[src/rtl/adc_trig_pkg.sv]
package adc_trig_pkg;

  localparam int MODE_W    = 3;
  localparam int TRIG_BASE = 2;
  localparam logic [MODE_W-1:0] MODE_OFF = 3'd0;
  localparam logic [MODE_W-1:0] MODE_NOW = 3'd1;

  localparam int WORD_W  = 32;
  localparam int RES_LSB = 6;
  localparam int CH_LSB  = 24;
  localparam int OVR_BIT = 30;
  localparam int DONE_BIT = 31;

  typedef struct packed {
    logic capture;
    logic setDone;
    logic clrDone;
    logic setOvr;
    logic clrOvr;
  } flagStrobe_t;

endpackage

[src/rtl/adc_trig_dp.sv]
module adc_trig_dp
  import adc_trig_pkg::*;
#(
  parameter int N_TRIG     = 6,
  parameter int SYNC_DEPTH = 2,
  parameter int RES_W      = 10,
  parameter int CH_W       = 3
) (
  input  logic              clk,
  input  logic              rstN,
  input  logic [N_TRIG-1:0] trigIn,
  input  flagStrobe_t       st,
  input  logic [RES_W-1:0]  convResult,
  input  logic [CH_W-1:0]   convChan,
  output logic [N_TRIG-1:0] trigRise,
  output logic [N_TRIG-1:0] trigFall,
  output logic              doneFlag,
  output logic [WORD_W-1:0] dataOut
);

  localparam int SHIFT_W = SYNC_DEPTH + 1;

  logic [RES_W-1:0] resQ;
  logic [CH_W-1:0]  chQ;
  logic             doneQ;
  logic             ovrQ;

  // Per-line synchronizer followed by one history stage for edge detection
  for (genvar g = 0; g < N_TRIG; g++) begin : gSync
    logic [SHIFT_W-1:0] shiftQ;
    always_ff @(posedge clk) begin
      if (!rstN) shiftQ <= '0;
      else       shiftQ <= {shiftQ[SHIFT_W-2:0], trigIn[g]};
    end
    assign trigRise[g] =  shiftQ[SYNC_DEPTH-1] & ~shiftQ[SYNC_DEPTH];
    assign trigFall[g] = ~shiftQ[SYNC_DEPTH-1] &  shiftQ[SYNC_DEPTH];
  end

  always_ff @(posedge clk) begin
    if (!rstN) begin
      resQ <= '0;
      chQ  <= '0;
    end else if (st.capture) begin
      resQ <= convResult;
      chQ  <= convChan;
    end
  end

  // Capture outranks every clear so no completion is lost
  always_ff @(posedge clk) begin
    if (!rstN)                        doneQ <= 1'b0;
    else if (st.capture || st.setDone) doneQ <= 1'b1;
    else if (st.clrDone)              doneQ <= 1'b0;
  end

  always_ff @(posedge clk) begin
    if (!rstN)          ovrQ <= 1'b0;
    else if (st.setOvr) ovrQ <= 1'b1;
    else if (st.clrOvr) ovrQ <= 1'b0;
  end

  assign doneFlag = doneQ;

  always_comb begin
    dataOut = '0;
    dataOut[RES_LSB +: RES_W] = resQ;
    dataOut[CH_LSB +: CH_W]   = chQ;
    dataOut[OVR_BIT]          = ovrQ;
    dataOut[DONE_BIT]         = doneQ;
  end

  a_r7_capture_sets_done: assert property (@(posedge clk) disable iff (!rstN)
    st.capture |=> dataOut[DONE_BIT]);

  a_r7_clear_drops_done: assert property (@(posedge clk) disable iff (!rstN)
    (st.clrDone && !st.capture && !st.setDone) |=> !dataOut[DONE_BIT]);

  a_r10_ovr_holds: assert property (@(posedge clk) disable iff (!rstN)
    (!st.setOvr && !st.clrOvr) |=> $stable(dataOut[OVR_BIT]));

endmodule

[src/rtl/adc_trig_ctl.sv]
module adc_trig_ctl
  import adc_trig_pkg::*;
#(
  parameter int N_TRIG = 6
) (
  input  logic              clk,
  input  logic              rstN,
  input  logic              ctrlWr,
  input  logic [MODE_W-1:0] ctrlMode,
  input  logic              ctrlFall,
  input  logic              dataRd,
  input  logic              burstEn,
  input  logic              convDone,
  input  logic [N_TRIG-1:0] trigRise,
  input  logic [N_TRIG-1:0] trigFall,
  input  logic              doneFlag,
  output logic              convStart,
  output flagStrobe_t       st
);

  logic [MODE_W-1:0] modeQ;
  logic              fallQ;
  logic              inFlight;
  logic              trigHit;
  logic              startReq;
  logic              startQ;

  always_ff @(posedge clk) begin
    if (!rstN) begin
      modeQ <= MODE_OFF;
      fallQ <= 1'b0;
    end else if (ctrlWr) begin
      modeQ <= ctrlMode;
      fallQ <= ctrlFall;
    end
  end

  always_comb begin
    trigHit = 1'b0;
    for (int i = 0; i < N_TRIG; i++) begin
      if (modeQ == MODE_W'(TRIG_BASE + i))
        trigHit = fallQ ? trigFall[i] : trigRise[i];
    end
  end

  always_comb begin
    startReq = 1'b0;
    if (ctrlWr && inFlight)                       startReq = 1'b1;
    else if (ctrlWr && !burstEn && ctrlMode == MODE_NOW) startReq = 1'b1;
    else if (!ctrlWr && !inFlight && burstEn)     startReq = 1'b1;
    else if (!ctrlWr && !inFlight && !burstEn && trigHit) startReq = 1'b1;
  end

  always_ff @(posedge clk) begin
    if (!rstN) begin
      inFlight <= 1'b0;
      startQ   <= 1'b0;
    end else begin
      startQ <= startReq;
      if (startReq)      inFlight <= 1'b1;
      else if (convDone) inFlight <= 1'b0;
    end
  end

  assign convStart = startQ;

  always_comb begin
    st.capture = convDone;
    st.setDone = ctrlWr && inFlight;
    st.clrDone = ctrlWr || dataRd;
    st.setOvr  = convDone && burstEn && doneFlag;
    st.clrOvr  = dataRd;
  end

  a_r1_off_no_start: assert property (@(posedge clk) disable iff (!rstN)
    (!burstEn && !ctrlWr && modeQ == MODE_OFF && !inFlight) |=> !convStart);

  a_r2_now_starts: assert property (@(posedge clk) disable iff (!rstN)
    (ctrlWr && ctrlMode == MODE_NOW && !burstEn) |=> convStart);

  a_r5_busy_no_start: assert property (@(posedge clk) disable iff (!rstN)
    (inFlight && !ctrlWr) |=> !convStart);

  a_r8_restart: assert property (@(posedge clk) disable iff (!rstN)
    (ctrlWr && inFlight) |=> (convStart && doneFlag));

endmodule

[src/rtl/adc_trig_ctrl.sv]
module adc_trig_ctrl
  import adc_trig_pkg::*;
#(
  parameter int N_TRIG     = 6,
  parameter int SYNC_DEPTH = 2,
  parameter int RES_W      = 10,
  parameter int CH_W       = 3
) (
  input  logic              clk,
  input  logic              rstN,
  input  logic              ctrlWr,
  input  logic [MODE_W-1:0] ctrlMode,
  input  logic              ctrlFall,
  input  logic              dataRd,
  output logic [WORD_W-1:0] dataOut,
  input  logic              burstEn,
  input  logic [N_TRIG-1:0] trigIn,
  output logic              convStart,
  input  logic              convDone,
  input  logic [RES_W-1:0]  convResult,
  input  logic [CH_W-1:0]   convChan
);

  flagStrobe_t       st;
  logic [N_TRIG-1:0] trigRise;
  logic [N_TRIG-1:0] trigFall;
  logic              doneFlag;

  adc_trig_ctl #(.N_TRIG(N_TRIG)) u_ctl (
    .clk(clk), .rstN(rstN), .ctrlWr(ctrlWr), .ctrlMode(ctrlMode),
    .ctrlFall(ctrlFall), .dataRd(dataRd), .burstEn(burstEn),
    .convDone(convDone), .trigRise(trigRise), .trigFall(trigFall),
    .doneFlag(doneFlag), .convStart(convStart), .st(st)
  );

  adc_trig_dp #(.N_TRIG(N_TRIG), .SYNC_DEPTH(SYNC_DEPTH), .RES_W(RES_W), .CH_W(CH_W)) u_dp (
    .clk(clk), .rstN(rstN), .trigIn(trigIn), .st(st),
    .convResult(convResult), .convChan(convChan),
    .trigRise(trigRise), .trigFall(trigFall),
    .doneFlag(doneFlag), .dataOut(dataOut)
  );

  a_r10_ovr_from_burst: assert property (@(posedge clk) disable iff (!rstN)
    $rose(dataOut[OVR_BIT]) |-> $past(burstEn && convDone && dataOut[DONE_BIT]));

  a_r11_capture_beats_read: assert property (@(posedge clk) disable iff (!rstN)
    (convDone && dataRd) |=> dataOut[DONE_BIT]);

endmodule

[config.mk]
export PLATFORM = sky130hd
export DESIGN_NAME = adc_trig_ctrl
export DESIGN_NICKNAME = d
export VERILOG_FILES = /design/src/rtl/adc_trig_pkg.sv /design/src/rtl/adc_trig_dp.sv /design/src/rtl/adc_trig_ctl.sv /design/src/rtl/adc_trig_ctrl.sv
export SDC_FILE = /design/constraint.sdc
export NUM_CORES = 1
export LEC_CHECK = 0
export ABC_AREA = 1
export BUFFER_PORTS_ARGS = -buffer_cell sky130_fd_sc_hd__buf_4
export CORE_MARGIN = 2
export CORE_UTILIZATION = 40
export CTS_CLUSTER_DIAMETER = 100
export DETAILED_ROUTE_END_ITERATION = 8
export GPL_ROUTABILITY_DRIVEN = 0
export PLACE_DENSITY = 0.7
export SETUP_SLACK_MARGIN = 0.1
export SLEW_MARGIN = 30
export SYNTH_ARGS = -nofsm -noshare
export SYNTH_HDL_FRONTEND = slang
export SYNTH_SLANG_ARGS = --single-unit
[constraint.sdc]
create_clock -name clk -period 1.1 [get_ports clk]
set_input_delay 0.22 -clock clk [delete_from_list [all_inputs] [get_ports clk]]
set_output_delay 0.22 -clock clk [all_outputs]
set_load 0.1 [all_outputs]
After elaboration in Yosys (flattened, before gate mapping). Cells that the tools add are included.

Register bits: 39. Latch bits: 0. RAM bits: 0. ROM bits: 0. Input port bits: 29. Output and inout port bits: 33. Word-level logic and storage cells: 84. Memories kept: 0.

Add/subtract/negate cells: 0. $mul: 0. Divide/modulo/power cells: 0. Magnitude comparators: 0. Equal/unequal tests: 7. Shifts and indexed selects: 0. Multiplexer cells: 22. Bitwise operators: 24. Reduce and logical (&&, ||, !) cells: 17.

Operators by type and width (count): 2-to-1 mux 1 bit (22); bitwise AND 1 bit (12); == test 3 bit (second input constant) (4); NOT 1 bit (12); logical AND 1 bit (9); == test 3 x 2 -> 1 bit (second input constant) (2); nonzero test 2 bit (3); == test 3 x 1 -> 1 bit (second input constant) (1); logical NOT 1 bit (3); logical OR 1 bit (2).

Depth between registers and ports, before layout.
Depth after elaboration: 15. Depth in mapped cells: 11. Depth with buffers taken out: 11.

Cells and area by module. Synthesis repeated with hierarchy kept, for this count alone.

Cells, all modules: 243. Area total of the unflattened synthesis: 1707.9 µm².

Modules (own cells, without submodules): adc_trig_dp (times used 1, cells an instance 167, area each 1277.5 µm², seq. area each 660.6 µm²); adc_trig_ctl (times used 1, cells an instance 76, area each 430.4 µm², seq. area each 120.1 µm²).

Worst setup path before layout. No wires, ideal clock.

Path type: register to register. Start: register, netlist name u_dp.chQ[2]. End: register u_dp.chQ[2]. Setup time: 67 ps. Arrival time: 1218 ps. Required time: 1033 ps. Setup slack: -185 ps. Stages on the path, launching flop included: 3. Buffers on the path: 0. Clock period less this slack: 1285 ps. Cells stage by stage: dfxtp_1 o21ai_0 nor2_1.

RTL lines: to (signal assigned) (line adc_trig_dp.sv:45) `chQ <= convChan;`; to (decl) (line adc_trig_dp.sv:24) `logic [CH_W-1:0] chQ;`.

Final worst setup path.
Start: register u_ctl.fallQ. End: register u_ctl.startQ, in the netlist u_ctl.convStart.

Word-level cells in the longest chain between the ends: 12. Elaborated cells between the ends (all ways): 17. Those cells by class: mux (16); reduce/logical (1).

RTL lines: from (decl) (line adc_trig_ctl.sv:22) `logic fallQ;`; from (signal assigned) (line adc_trig_ctl.sv:34) `fallQ <= ctrlFall;`; 2-to-1 mux 1 bit (line adc_trig_ctl.sv:42) `trigHit = fallQ ? trigFall[i] : trigRise[i];`; 2-to-1 mux 1 bit (5 in series) (line adc_trig_ctl.sv:41) `if (modeQ == MODE_W'(TRIG_BASE + i))`; 2-to-1 mux 1 bit * (line adc_trig_ctl.sv:41); logical AND 1 bit * (line adc_trig_ctl.sv:51) `else if (!ctrlWr && !inFlight && !burstEn && trigHit) startReq = 1'b1;`; 2-to-1 mux 1 bit * (line adc_trig_ctl.sv:51); 2-to-1 mux 1 bit * (line adc_trig_ctl.sv:50) `else if (!ctrlWr && !inFlight && burstEn) startReq = 1'b1;`; 2-to-1 mux 1 bit * (line adc_trig_ctl.sv:49) `else if (ctrlWr && !burstEn && ctrlMode == MODE_NOW) startReq = 1'b1;`; 2-to-1 mux 1 bit * (line adc_trig_ctl.sv:48) `if (ctrlWr && inFlight) startReq = 1'b1;`; to (signal assigned) (line adc_trig_ctl.sv:59) `startQ <= startReq;`; to (decl) (line adc_trig_ctl.sv:26) `logic startQ;`.

Every way passes the cells marked *; elsewhere a longest branch is shown, timed or not. A chain may end at the register's enable or synchronous reset.

==> results.yml <==
run_status:
  status: "complete, but fails checks"
  violations: "setup timing"
floorplan:
  die_h_um: 66.8
  start_util_pct: 42.4
  rows: 22
  core-area_mm2: 0.00372
  dieArea_mm2: 0.00446
  ioPinCount: 62
  die_w_um: 66.8
cts:
  cts_buffers: 5
  post_cts_buffers: 0
  clockBufferDepth: 2
  path_clk_slew_ns: 0.07
  ctsHoldBuffers: 0
  cts_tree: "built"
  clk_latency_ns: 0.28
  h-tree-depth: 2
  clock_sinks: 39
  cts-root-buf: "clkbuf_8"
grt:
  grt_pass1_wl_um: 5350
  grt.overflow.total: 0
  grt_start_max_net_pins: 30
  grt_usage_pct: 16.1
  antenna_found_initial: 0
  grt_pass1_vias: 1231
setup_path:
  worstSetupEndpointType: "flop"
  start_kind: "flop"
  crit_path_cell_trace: "o21ai_0, nand3_2, nand2_2, a21oi_2, nand2_1, nand2_1, nand2_1, nand2_2, inv_1"
  r2r_start: "u_ctl.fallQ$_SDFFE_PN0P_"
  cp_slowest_cell: "dfxtp_4"
  worstPathArrival_ns: 1.32
  crit_top_cell: "nand2_1"
  critPathMaxFanout: 7
  endpoint: "u_ctl.convStart$_SDFF_PN0_"
  rr_endpoint: "u_ctl.convStart$_SDFF_PN0_"
  critPathKind: "reg2reg"
  crit_start: "u_ctl.fallQ$_SDFFE_PN0P_"
  ff2ff_path_depth: 9
  r2r_setup_slack_ns: -0.04
  cp_slowest_stage_delay_ns: 0.39
  crit_required_ns: 1.28
final_layout:
  synthToLayoutAreaGrowth_pct: 38.9
  post-route-util_pct: 58.9
  drive_above_1_share_pct: 30.1
  nets: 284
  fillerInstances: 342
  diodes: 0
sta:
  fin_crit_sh_pct: 104
  layout_min_cycle_time_ns: 1.14
  setup_ws_ns: -0.0413
  setup_viol: 2
  final-hold-violation-count: 0
  clock_skew_ns: 0.00749
  report.final.slew_viol_count: 0
  rsz0062_at_grt: "yes"
  fmax_mhz: 876
placement:
  port_buffers: 44
  dp_hpwl_um: 2060
drt:
  vias_per_cell: 4.31
  drc: 0
  vias: 1311
  routed_wl_um: 3190
  initialDrtViolationCount: 81
  final_antenna_net_count: 0
  post_drt_wl_per_cell_um: 10.5
  dr.pass1.iters: 4
run:
  cap_violations: 0
logic_synthesis:
  synth_cells: 210
  ys_seq_area_share_pct: 49.5
  synth_warnings: 0
  synth_area_mm2: 0.00158
  async_flop_share_pct: 0
  ys_ff_latch: 39
  syn_avg_cell_area_um2: 7.51
  synth_edf_count: 0
  netlist-cell-type-count: 16
  ys_dominant_reg_cell: "dfxtp_1"
pwr:
  power.density_mw_per_mm2: 1570
  total_power_w: 0.00345
  vdd_drop_max_v: 0.000606
  p_leak_nw: 1.12
min_path:
  min_path_cells: 3
  hold_path.class: "in2reg"
Yosys cell counts (3+ instances only):
master	number	area, um^2
nand2_1	42	158
dfxtp_1	39	781
inv_1	33	124
nor2_1	28	105
buf_4	20	150
o21ai_0	20	100
nand3_1	12	60.1
a21oi_1	6	30.0
clkbuf_1	3	11.3
worst min-delay path by stage:
stage | startpoint | endpoint
2_1_floorplan | trigIn[0] | u_dp.gSync[0].shiftQ[0]$_SDFF_PN0_
3_3_place_gp | u_dp.gSync[3].shiftQ[0]$_SDFF_PN0_ | u_dp.gSync[3].shiftQ[1]$_SDFF_PN0_
3_5_place_dp | u_dp.gSync[5].shiftQ[0]$_SDFF_PN0_ | u_dp.gSync[5].shiftQ[1]$_SDFF_PN0_
4_1_cts | trigIn[4] | u_dp.gSync[4].shiftQ[0]$_SDFF_PN0_
5_1_grt | trigIn[4] | u_dp.gSync[4].shiftQ[0]$_SDFF_PN0_
6_report | trigIn[4] | u_dp.gSync[4].shiftQ[0]$_SDFF_PN0_
layout make-up:
| class | instances | area [um^2] | share of cell area (%) |
|---|---|---|---|
| Clock inverter | 1 | 5.00 | 0.229 |
| Sequential cell | 39 | 805 | 36.7 |
| Inverter | 34 | 133 | 6.06 |
| Clock buffer | 7 | 76.3 | 3.49 |
| Tap cell | 48 | 60.1 | 2.74 |
| Timing Repair Buffer | 47 | 553 | 25.3 |
| Multi-Input combinational cell | 128 | 558 | 25.5 |
routing by layer:
metal  share of wire [%]  global-route usage, %
met2                  50                   26.3
met4                 1.9                   7.65
met1                  42                   18.8
met5                   0                      0
met3                 6.5                   5.41
layout by cell type (no fill, tap or decap), types with 2 or more instances in the layout:
| cell type | n |
|---|---|
| dfxtp_1 | 22 |
| inv_1 | 33 |
| nand3_2 | 2 |
| buf_4 | 31 |
| clkbuf_1 | 2 |
| o21ai_0 | 18 |
| nand2_2 | 3 |
| dfxtp_2 | 16 |
| a21oi_1 | 5 |
| o21ai_1 | 2 |
| nand2_1 | 39 |
| buf_12 | 16 |
| clkbuf_8 | 5 |
| conb_1 | 17 |
| nor2_1 | 28 |
| nand3_1 | 11 |
metrics by stage:
step           instance area (um^2)  instances  setup TNS (ns)  setup WS, ns  hold WS [ns]
6_report                       2190        304         -0.0819       -0.0413         0.117
3_3_place_gp                   1880        296               0       0.00351         0.393
4_1_cts                        2170        304         -0.0265       -0.0186         0.107
2_1_floorplan                  1660        226               0        0.0557         0.318
3_5_place_dp                   1880        296         -0.0455       -0.0281         0.396
5_1_grt                        2190        304          -0.339        -0.170         0.106
critical path, delay by kind of cell, from the launching register on:
| family | cells | cell delay [ns] |
|---|---|---|
| flip-flops | 1 | 0.39 |
| AND/OR/NAND/NOR | 6 | 0.37 |
| AO/OA/AOI/OAI | 2 | 0.24 |
| buffers and inverters | 1 | 0.04 |
power by group:
group          internal (W)  switching, W
Combinational      0.000282      0.000696
Clock              0.000445      0.000455
Sequential          0.00150     0.0000674
cell families (layout without fill, tap and decap cells):
logic type,after synthesis,after routing,synth area share (%)
simple gates,83,83,21.1
buf+inv,59,89,19.9
flops,39,39,49.5
compound gates,28,28,9.21
other cells,1,17,0.238
registers in the layout, indices dropped and copies added (netlist names):
| name | flops |
|---|---|
| u_dp.chQ | 3 |
| u_ctl.inFlight | 1 |
| u_dp.gSync.shiftQ | 18 |
| u_dp.doneFlag | 1 |
| u_ctl.fallQ | 1 |
| u_ctl.convStart | 1 |
| u_dp.ovrQ | 1 |
| u_dp.resQ | 10 |
| u_ctl.modeQ | 3 |
what timing repair did:
action	CTS	global route
setup endpoints to repair	18	18
pin swaps	0	2
resized for setup	52	7
Power figures use the tool's default switching activity.
